==> config.mk <==
export PLATFORM = sky130hd
export DESIGN_NAME = octal_alu
export DESIGN_NICKNAME = d
export VERILOG_FILES = /design/src/rtl/octal_alu_pkg.sv /design/src/rtl/octal_alu_addsub.sv /design/src/rtl/octal_alu_mul.sv /design/src/rtl/octal_alu_shift.sv /design/src/rtl/octal_alu.sv
export SDC_FILE = /design/constraint.sdc
export NUM_CORES = 1
export LEC_CHECK = 0
export ABC_AREA = 1
export BUFFER_PORTS_ARGS = -buffer_cell sky130_fd_sc_hd__buf_4
export CAP_MARGIN = 5
export CORE_ASPECT_RATIO = 0.8
export CORE_UTILIZATION = 59
export DETAILED_ROUTE_END_ITERATION = 10
export PLACE_DENSITY = 0.81
export SLEW_MARGIN = 20
export SYNTH_ARGS = -nofsm -noshare
export SYNTH_HDL_FRONTEND = slang
export SYNTH_SLANG_ARGS = --single-unit
==> constraint.sdc <==
create_clock -name vclk -period 7.3
set_input_delay 1.095 -clock vclk [all_inputs]
set_output_delay 1.095 -clock vclk [all_outputs]
set_load 0.02 [all_outputs]
==> src/rtl/octal_alu_pkg.sv <==
package octal_alu_pkg;

   typedef enum logic [2:0] {
      FN_ADD = 3'd0,
      FN_SUB = 3'd1,
      FN_MUL = 3'd2,
      FN_SLT = 3'd3,
      FN_AND = 3'd4,
      FN_OR  = 3'd5,
      FN_XOR = 3'd6,
      FN_SHF = 3'd7
   } alu_fn_e;

   localparam int MUL_OPERATOR = 0;
   localparam int MUL_ARRAY    = 1;

endpackage

==> src/rtl/octal_alu_addsub.sv <==
module octal_alu_addsub #(
   parameter int W = 16
) (
   input  logic [W-1:0] a,
   input  logic [W-1:0] b,
   input  logic         do_sub,
   output logic [W-1:0] sum,
   output logic         less
);

   logic [W-1:0] b_eff;
   logic [W:0]   full;
   logic         ovf;

   if (W < 2) begin : g_bad_width
      $error("octal_alu_addsub: W must be at least 2");
   end

   assign b_eff = do_sub ? ~b : b;
   assign full  = {1'b0, a} + {1'b0, b_eff} + {{W{1'b0}}, do_sub};
   assign sum   = full[W-1:0];
   assign ovf   = (a[W-1] == b_eff[W-1]) && (sum[W-1] != a[W-1]);
   assign less  = sum[W-1] ^ ovf;

   always_comb begin

      if (do_sub) begin
         sub_inverse_chk: assert ((sum + b) == a);
      end
   end

endmodule

==> src/rtl/octal_alu_mul.sv <==
module octal_alu_mul #(
   parameter int W     = 16,
   parameter int STYLE = octal_alu_pkg::MUL_OPERATOR
) (
   input  logic [W-1:0] a,
   input  logic [W-1:0] b,
   output logic [W-1:0] prod
);

   if (STYLE != octal_alu_pkg::MUL_OPERATOR && STYLE != octal_alu_pkg::MUL_ARRAY) begin : g_bad_style
      $error("octal_alu_mul: unknown STYLE");
   end

   if (STYLE == octal_alu_pkg::MUL_ARRAY) begin : g_array
      logic [W-1:0] acc [0:W];
      assign acc[0] = '0;
      for (genvar i = 0; i < W; i++) begin : g_row
         assign acc[i+1] = acc[i] + (b[i] ? (a << i) : {W{1'b0}});
      end
      assign prod = acc[W];
   end else begin : g_operator
      assign prod = a * b;
   end

   always_comb begin

      mul_parity_chk: assert (prod[0] == (a[0] & b[0]));

      if (b == {{(W-1){1'b0}}, 1'b1}) begin
         mul_identity_chk: assert (prod == a);
      end
   end

endmodule

==> src/rtl/octal_alu_shift.sv <==
module octal_alu_shift #(
   parameter int W = 16
) (
   input  logic [W-1:0] a,
   input  logic [W-1:0] amt,
   output logic [W-1:0] y
);

   localparam int SW = (W > 1) ? $clog2(W) : 1;
   localparam logic [W:0] LIMIT = W;

   logic         neg;
   logic [W:0]   mag;
   logic         too_far;
   logic [W-1:0] src;
   logic [W-1:0] rev_in;
   logic [W-1:0] rev_out;
   logic [W-1:0] stg [0:SW];

   if (W < 2) begin : g_bad_width
      $error("octal_alu_shift: W must be at least 2");
   end

   assign neg     = amt[W-1];
   assign mag     = neg ? ({1'b0, ~amt} + {{W{1'b0}}, 1'b1}) : {1'b0, amt};
   assign too_far = (mag >= LIMIT);

   for (genvar i = 0; i < W; i++) begin : g_rev
      assign rev_in[i]  = a[W-1-i];
      assign rev_out[i] = stg[SW][W-1-i];
   end

   assign src    = neg ? rev_in : a;
   assign stg[0] = src;

   for (genvar k = 0; k < SW; k++) begin : g_stage
      assign stg[k+1] = mag[k] ? (stg[k] << (1 << k)) : stg[k];
   end

   assign y = too_far ? {W{1'b0}} : (neg ? rev_out : stg[SW]);

   always_comb begin

      if (amt == {W{1'b0}}) begin
         shf_zero_amt_chk: assert (y == a);
      end

      if (!neg && amt != {W{1'b0}}) begin
         shf_left_lsb_chk: assert (y[0] == 1'b0);
      end

      if (neg) begin
         shf_right_msb_chk: assert (y[W-1] == 1'b0);
      end
   end

endmodule

==> src/rtl/octal_alu.sv <==
module octal_alu #(
   parameter int WIDTH     = 16,
   parameter int MUL_STYLE = octal_alu_pkg::MUL_OPERATOR
) (
   input  logic [2:0]       op_sel,
   input  logic [WIDTH-1:0] opnd_a,
   input  logic [WIDTH-1:0] opnd_b,
   output logic [WIDTH-1:0] result
);

   import octal_alu_pkg::*;

   alu_fn_e          fn;
   logic             do_sub;
   logic [WIDTH-1:0] as_out;
   logic             as_less;
   logic [WIDTH-1:0] mul_out;
   logic [WIDTH-1:0] shf_out;

   if (WIDTH < 4) begin : g_bad_width
      $error("octal_alu: WIDTH must be at least 4");
   end

   assign fn     = alu_fn_e'(op_sel);
   assign do_sub = (fn == FN_SUB) || (fn == FN_SLT);

   octal_alu_addsub #(.W(WIDTH)) i_addsub (
      .a      (opnd_a),
      .b      (opnd_b),
      .do_sub (do_sub),
      .sum    (as_out),
      .less   (as_less)
   );

   octal_alu_mul #(.W(WIDTH), .STYLE(MUL_STYLE)) i_mul (
      .a    (opnd_a),
      .b    (opnd_b),
      .prod (mul_out)
   );

   octal_alu_shift #(.W(WIDTH)) i_shift (
      .a   (opnd_a),
      .amt (opnd_b),
      .y   (shf_out)
   );

   always_comb begin
      unique case (fn)
         FN_ADD, FN_SUB: result = as_out;
         FN_MUL:         result = mul_out;
         FN_SLT:         result = {{(WIDTH-1){1'b0}}, as_less};
         FN_AND:         result = opnd_a & opnd_b;
         FN_OR:          result = opnd_a | opnd_b;
         FN_XOR:         result = opnd_a ^ opnd_b;
         FN_SHF:         result = shf_out;
         default:        result = '0;
      endcase
   end

   always_comb begin

      if (fn == FN_ADD) begin
         add_inverse_chk: assert ((result - opnd_b) == opnd_a);
      end

      if (fn == FN_SLT) begin
         slt_signed_chk: assert (result[0] == ($signed(opnd_a) < $signed(opnd_b)) &&
                                 result[WIDTH-1:1] == '0);
      end

      if (fn == FN_AND) begin
         and_subset_chk: assert ((result & ~opnd_a) == '0 && (result & ~opnd_b) == '0);
      end

      if (fn == FN_OR) begin
         or_superset_chk: assert ((result & opnd_a) == opnd_a && (result & opnd_b) == opnd_b);
      end

      if (fn == FN_XOR) begin
         xor_inverse_chk: assert ((result ^ opnd_b) == opnd_a);
      end

      if (fn == FN_SHF && ($signed(opnd_b) >= WIDTH || $signed(opnd_b) <= -WIDTH)) begin
         shf_range_zero_chk: assert (result == '0);
      end
   end

endmodule

**Word level (Yosys, flattened, before mapping)**

Cells that the tools add are included.

- Bitwise operators: 5
- Equal/unequal tests: 9
- Multiply operators: 1
- $lt $le $gt $ge: 1
- Multiplexer cells: 10
- Reduce and logical (&&, ||, !) cells: 4
- Add/sub/neg operators: 3

Operators by type and width:

| cell | count |
|---|---|
| 2-to-1 mux 16 bit | 8 |
| one-hot mux 16 bit (7 select lines) | 1 |
| adder 16 x 1 -> 17 bit (second input constant) | 1 |
| greater-or-equal comparator 17 x 5 -> 1 bit (second input constant) | 1 |
| 2-to-1 mux 17 bit | 1 |
| adder 16 x 1 -> 16 bit | 1 |
| adder 16 bit | 1 |
| AND 16 bit | 1 |
| multiplier 16 x 16 -> 16 bit | 1 |
| NOT 16 bit | 1 |
| bitwise OR 16 bit | 1 |
| bitwise XOR 16 bit | 1 |
| equality test 3 bit (second input constant) | 4 |
| equality test 3 x 2 -> 1 bit (second input constant) | 2 |
| equality test 3 x 1 -> 1 bit (second input constant) | 1 |
| logical NOT 3 bit | 1 |
| OR reduction 2 bit | 1 |
| equality test 1 bit | 1 |
| logical AND 1 bit | 1 |
| logical OR 1 bit | 1 |
| inequality test 1 bit | 1 |
| bitwise XOR 1 bit | 1 |

- Register bits after elaboration: 0
- Output and inout port bits: 16
- Input bits: 35
- Word-level logic and storage cells: 33

**Logic depth before layout (Yosys ltp)**

- Word-level depth: 10
- Gate-level depth with buffers: 32
- Gate-level depth less buffers: 31

**By module**

From an unflattened synthesis, not the netlist that was laid out.

- Cells, all modules: 1,433
- Area, all modules: 8,638.3 um2

By module, submodules not included:

| module | cells an instance | sequential area each (um2) | area an instance (um2) | times used |
|---|---|---|---|---|
| octal_alu_mul | 628 | 0.0 | 4,276.6 | 1 |
| octal_alu_shift | 359 | 0.0 | 1,685.4 | 1 |
| octal_alu | 272 | 0.0 | 1,636.6 | 1 |
| octal_alu_addsub | 174 | 0.0 | 1,039.7 | 1 |

**Worst setup path before layout**

Ideal clock, no wire load.

- Path type: input to output
- From: in opnd_b[1]
- To: out result[15]
- Cell stages on the path: 24
- Data arrival time: 6,096 ps
- Path buffers: 2
- Setup slack: 109 ps
- Data required time: 6,205 ps
- Cell sequence: buf_4 > clkbuf_1 > nand2_1 > fa_1 > fa_1 > inv_1 > fa_1 > fa_1 > fa_1 > inv_1 > fa_1 > inv_1 > ha_1 > inv_1 > o21ai_0 > a21oi_1 > nand3_1 > nand2_1 > nand2_1 > a21oi_1 > inv_1 > nand3_1 > nand3_1 > nand3_1

- Cells in the longest elaborated chain, start to end: 9
- Elaborated cells on any way between the ends: 14
- Those cells by class: add/sub: 3; mul: 1; order compare: 1; mux: 8; bitwise: 1

Ends and longest elaborated chain:

| element | line | source |
|---|---|---|
| start, declared | octal_alu.sv:7 | `input logic [WIDTH-1:0] opnd_b,` |
| branches (longest 8 deep; another with adder 16 x 1 -> 17 bit) | -- |  |
| one-hot mux 16 bit (7 select lines) * | octal_alu.sv:48 | `unique case (fn)` |
| end, declared | octal_alu.sv:8 | `output logic [WIDTH-1:0] result` |

Mark *: on every way between the ends.

**Worst setup path after layout**

- From: in opnd_b[2]
- To: out result[15]

- Cells in the longest elaborated chain, start to end: 8
- Elaborated cells on any way between the ends: 13
- Those cells by class: add/sub: 3; mul: 1; order compare: 1; mux: 7; bitwise: 1

Ends and longest elaborated chain:

| element | line |
|---|---|
| branches (longest 7 deep; another with adder 16 x 1 -> 17 bit) | -- |
| one-hot mux 16 bit (7 select lines) * | octal_alu.sv:48 |

Marked as above.

==> impl_metrics.env <==
export IMPL_place_congestion=1.01
export IMPL_drtAntennaViolNets=0
export IMPL_period_minus_slack_ns=7.13
export IMPL_start_kind="primary input"
export IMPL_min_from="op_sel[2]"
export IMPL_p_sw_uw=1470
export IMPL_end_kind="primary output"
export IMPL_drt_initial_drc_count=868
export IMPL_yosysTopAreaCell="fa_1"
export IMPL_final_net_count=1525
export IMPL_peakVddDrop_v=0.000370
export IMPL_syn_area_per_cell_um2=6.10
export IMPL_fin_crit_sh_pct=97.7
export IMPL_slew_violations=0
export IMPL_grt_pass1_wl_mm=39.5
export IMPL_grt_max_degree=63
export IMPL_clkPwrFrac_pct=0
export IMPL_drtPass1Iterations=5
export IMPL_netSwitchingFraction_pct=57.7
export IMPL_max_cap_violations=0
export IMPL_num_io_pins=51
export IMPL_critPathKind="in -> out"
export IMPL_yosysWarnings=0
export IMPL_ys_seq_area_share_pct=0
export IMPL_wirelength_mm=24.8
export IMPL_grt_pass1_vias=7751
export IMPL_areaGrowthSynthToFinish_pct=14.2
export IMPL_grt_antenna_before_repair=0
export IMPL_hpwl_mm=20.2
export IMPL_placed_cell_area_um2=8420
export IMPL_final_clkbuf_count=0
export IMPL_syn_nets=1469
export IMPL_hold_end="result[0]"
export IMPL_hold_slack_ns=2.66
export IMPL_dieHeight_um=104
export IMPL_grt_overflow=0
export IMPL_setup_violations=0
export IMPL_row_count=36
export IMPL_worstPathArrival_ns=6.03
export IMPL_total_power_uw=2540
export IMPL_stdcell_count=1481
export IMPL_syn_area_um2=7660
export IMPL_cp_startpoint="opnd_b[2]"
export IMPL_slew_headroom_pct=34.0
export IMPL_synthDistinctLibCells=43
export IMPL_status="completed"
export IMPL_critPathMaxFanout=9
export IMPL_wl_per_cell_um=16.8
export IMPL_coreArea_um2=12400
export IMPL_drive_above_1_share_pct=14.8
export IMPL_design_seq_count=0
export IMPL_synth_top_cell_area_share_pct=21.2
export IMPL_die_x_um=129
export IMPL_io_buffers=51
export IMPL_min_path_cells=5
export IMPL_p_seq_share_pct=0
export IMPL_worst_slew_pin_slew_ns=0.986
export IMPL_dp_cells=1477
export IMPL_vias_per_cell=5.58
export IMPL_post_route_drc_count=0
export IMPL_fmax_mhz=140
export IMPL_crit_required_ns=6.20
export IMPL_grt_usage_pct=37.9
export IMPL_initial_core_util_pct=61.6
export IMPL_p_leak_uw=0.00518
export IMPL_num_vias=8265
export IMPL_synth_area_leaders="fa_1 21%, nand2_1 18%, ha_1 16%"
export IMPL_hold_class="in -> out"
export IMPL_p_int_uw=1080
export IMPL_area_sequential_um2=0
export IMPL_fill_cells=1102
export IMPL_diodes=0
export IMPL_die_area_um2=13400
export IMPL_hold_violations=0
export IMPL_p_per_area_nw_per_um2=291
export IMPL_fin_area_um2=8740
export IMPL_netlist_instances=1256
export IMPL_power_frac_comb_pct=100.0
-- worst max-delay path: stages --
cell and delay, ns:
buf_4 0.16, buf_4 0.18, nand2_1 0.06, inv_1 0.05
fa_1 0.52, fa_1 0.42, ha_2 0.21, fa_1 0.54
inv_1 0.05, fa_1 0.47, fa_1 0.56, inv_1 0.07
ha_4 0.25, a21oi_1 0.21, o21ai_0 0.18, nand2_1 0.12
nand3_2 0.09, nand2_2 0.08, nand2_1 0.07, a21oi_2 0.16
inv_1 0.05, nand3_1 0.09, nand3_2 0.10, nand3_2 0.12
buf_6 0.12
-- cells by family after synthesis --
group | share of synthesized area (%)
fa+ha+maj | 37.0
buf+inv | 17.1
xor+xnor | 4.46
compound gates | 9.75
simple gates | 31.7
-- cell usage in the layout (no fill, tap or decap), types with 24 or more instances in the layout --
cell type	n
a21oi_1	39
buf_4	95
fa_1	74
ha_1	84
inv_1	259
inv_2	24
nand2_1	349
nand3_1	126
nor2_1	49
o21ai_0	26
xor2_1	30
-- area by class of cell --
class                           instances  area [µm²]  area share, %
Inverter                              284        1070           12.2
Multi-Input combinational cell        919        6600           75.4
Tap cell                              171         214           2.45
Timing Repair Buffer                  107         866           9.90
-- metal layers --
| metal | wire length, µm | vias up | track usage [%] |
|---|---|---|---|
| li1 | - | 3976 | - |
| met2 | 10600 | 461 | 57.8 |
| met1 | 10500 | 3783 | 55.0 |
| met3 | 3100 | 45 | 7.20 |
| met4 | 594 | 0 | 8.49 |
| met5 | 0 | - | 0 |
-- worst max path at each step --
stage | end | cells after the start | slack, ns
2_1_floorplan | result[15] | 24 | 0.11
3_5_place_dp | result[15] | 25 | -0.14
6_report | result[15] | 25 | 0.17
3_3_place_gp | result[15] | 25 | -0.14
4_1_cts | result[15] | 26 | -0.004
5_1_grt | result[14] | 24 | -0.01
-- metrics by stage --
step | util, % | worst slack [ns] | TNS [ns]
after floorplan | - | 0.109 | 0
after global placement | 67.7 | -0.143 | -0.265
after detailed placement | 67.7 | -0.135 | -0.326
after CTS | 68.0 | -0.00403 | -0.00403
after global routing | 70.3 | -0.0145 | -0.0158
final | 70.3 | 0.170 | 0
-- power groups by stage --
stage	clock (µW)	combinational, µW	sequential [µW]
finish	0	2540	0
global route	0	2820	0
CTS	0	2080	0
detailed placement	0	2010	0
global placement	0	1970	0
floorplan	0	1380	0
-- cell usage after synthesis --
cell / n
nor2_4: 1
a21boi_1: 1
o31ai_1: 2
ha_1: 97
nor2_2: 2
clkbuf_1: 28
nor3_1: 6
xnor2_1: 9
nand3b_1: 4
buf_4: 4
o21ai_1: 16
o211ai_1: 11
inv_1: 271
o221ai_1: 2
or2_1: 2
a22o_1: 2
a221oi_1: 5
fa_1: 81
xor2_1: 30
buf_2: 17
o211a_1: 1
buf_1: 3
o21a_1: 3
o2111ai_1: 2
o21ai_0: 29
or2_2: 2
a31oi_1: 2
nor4_1: 1
nand3_2: 1
nand4_1: 7
a21oi_1: 42
o21bai_1: 1
nand2_2: 3
nand2_1: 361
nor3_4: 1
buf_6: 1
and2_4: 1
inv_2: 13
o21ai_2: 3
a21oi_2: 1
nand3_1: 134
a211oi_1: 3
nor2_1: 50
-- what timing repair did --
action | 4_1_cts | 5_1_grt
gates resized for setup | 9 | 70
pin swaps | 3 | 42
hold buffers | 0 | 0
hold endpoints to repair | 0 | 0
endpoints found under the setup margin | 4 | 7
buffers inserted | 0 | 4
Power figures use the tool's default switching activity.
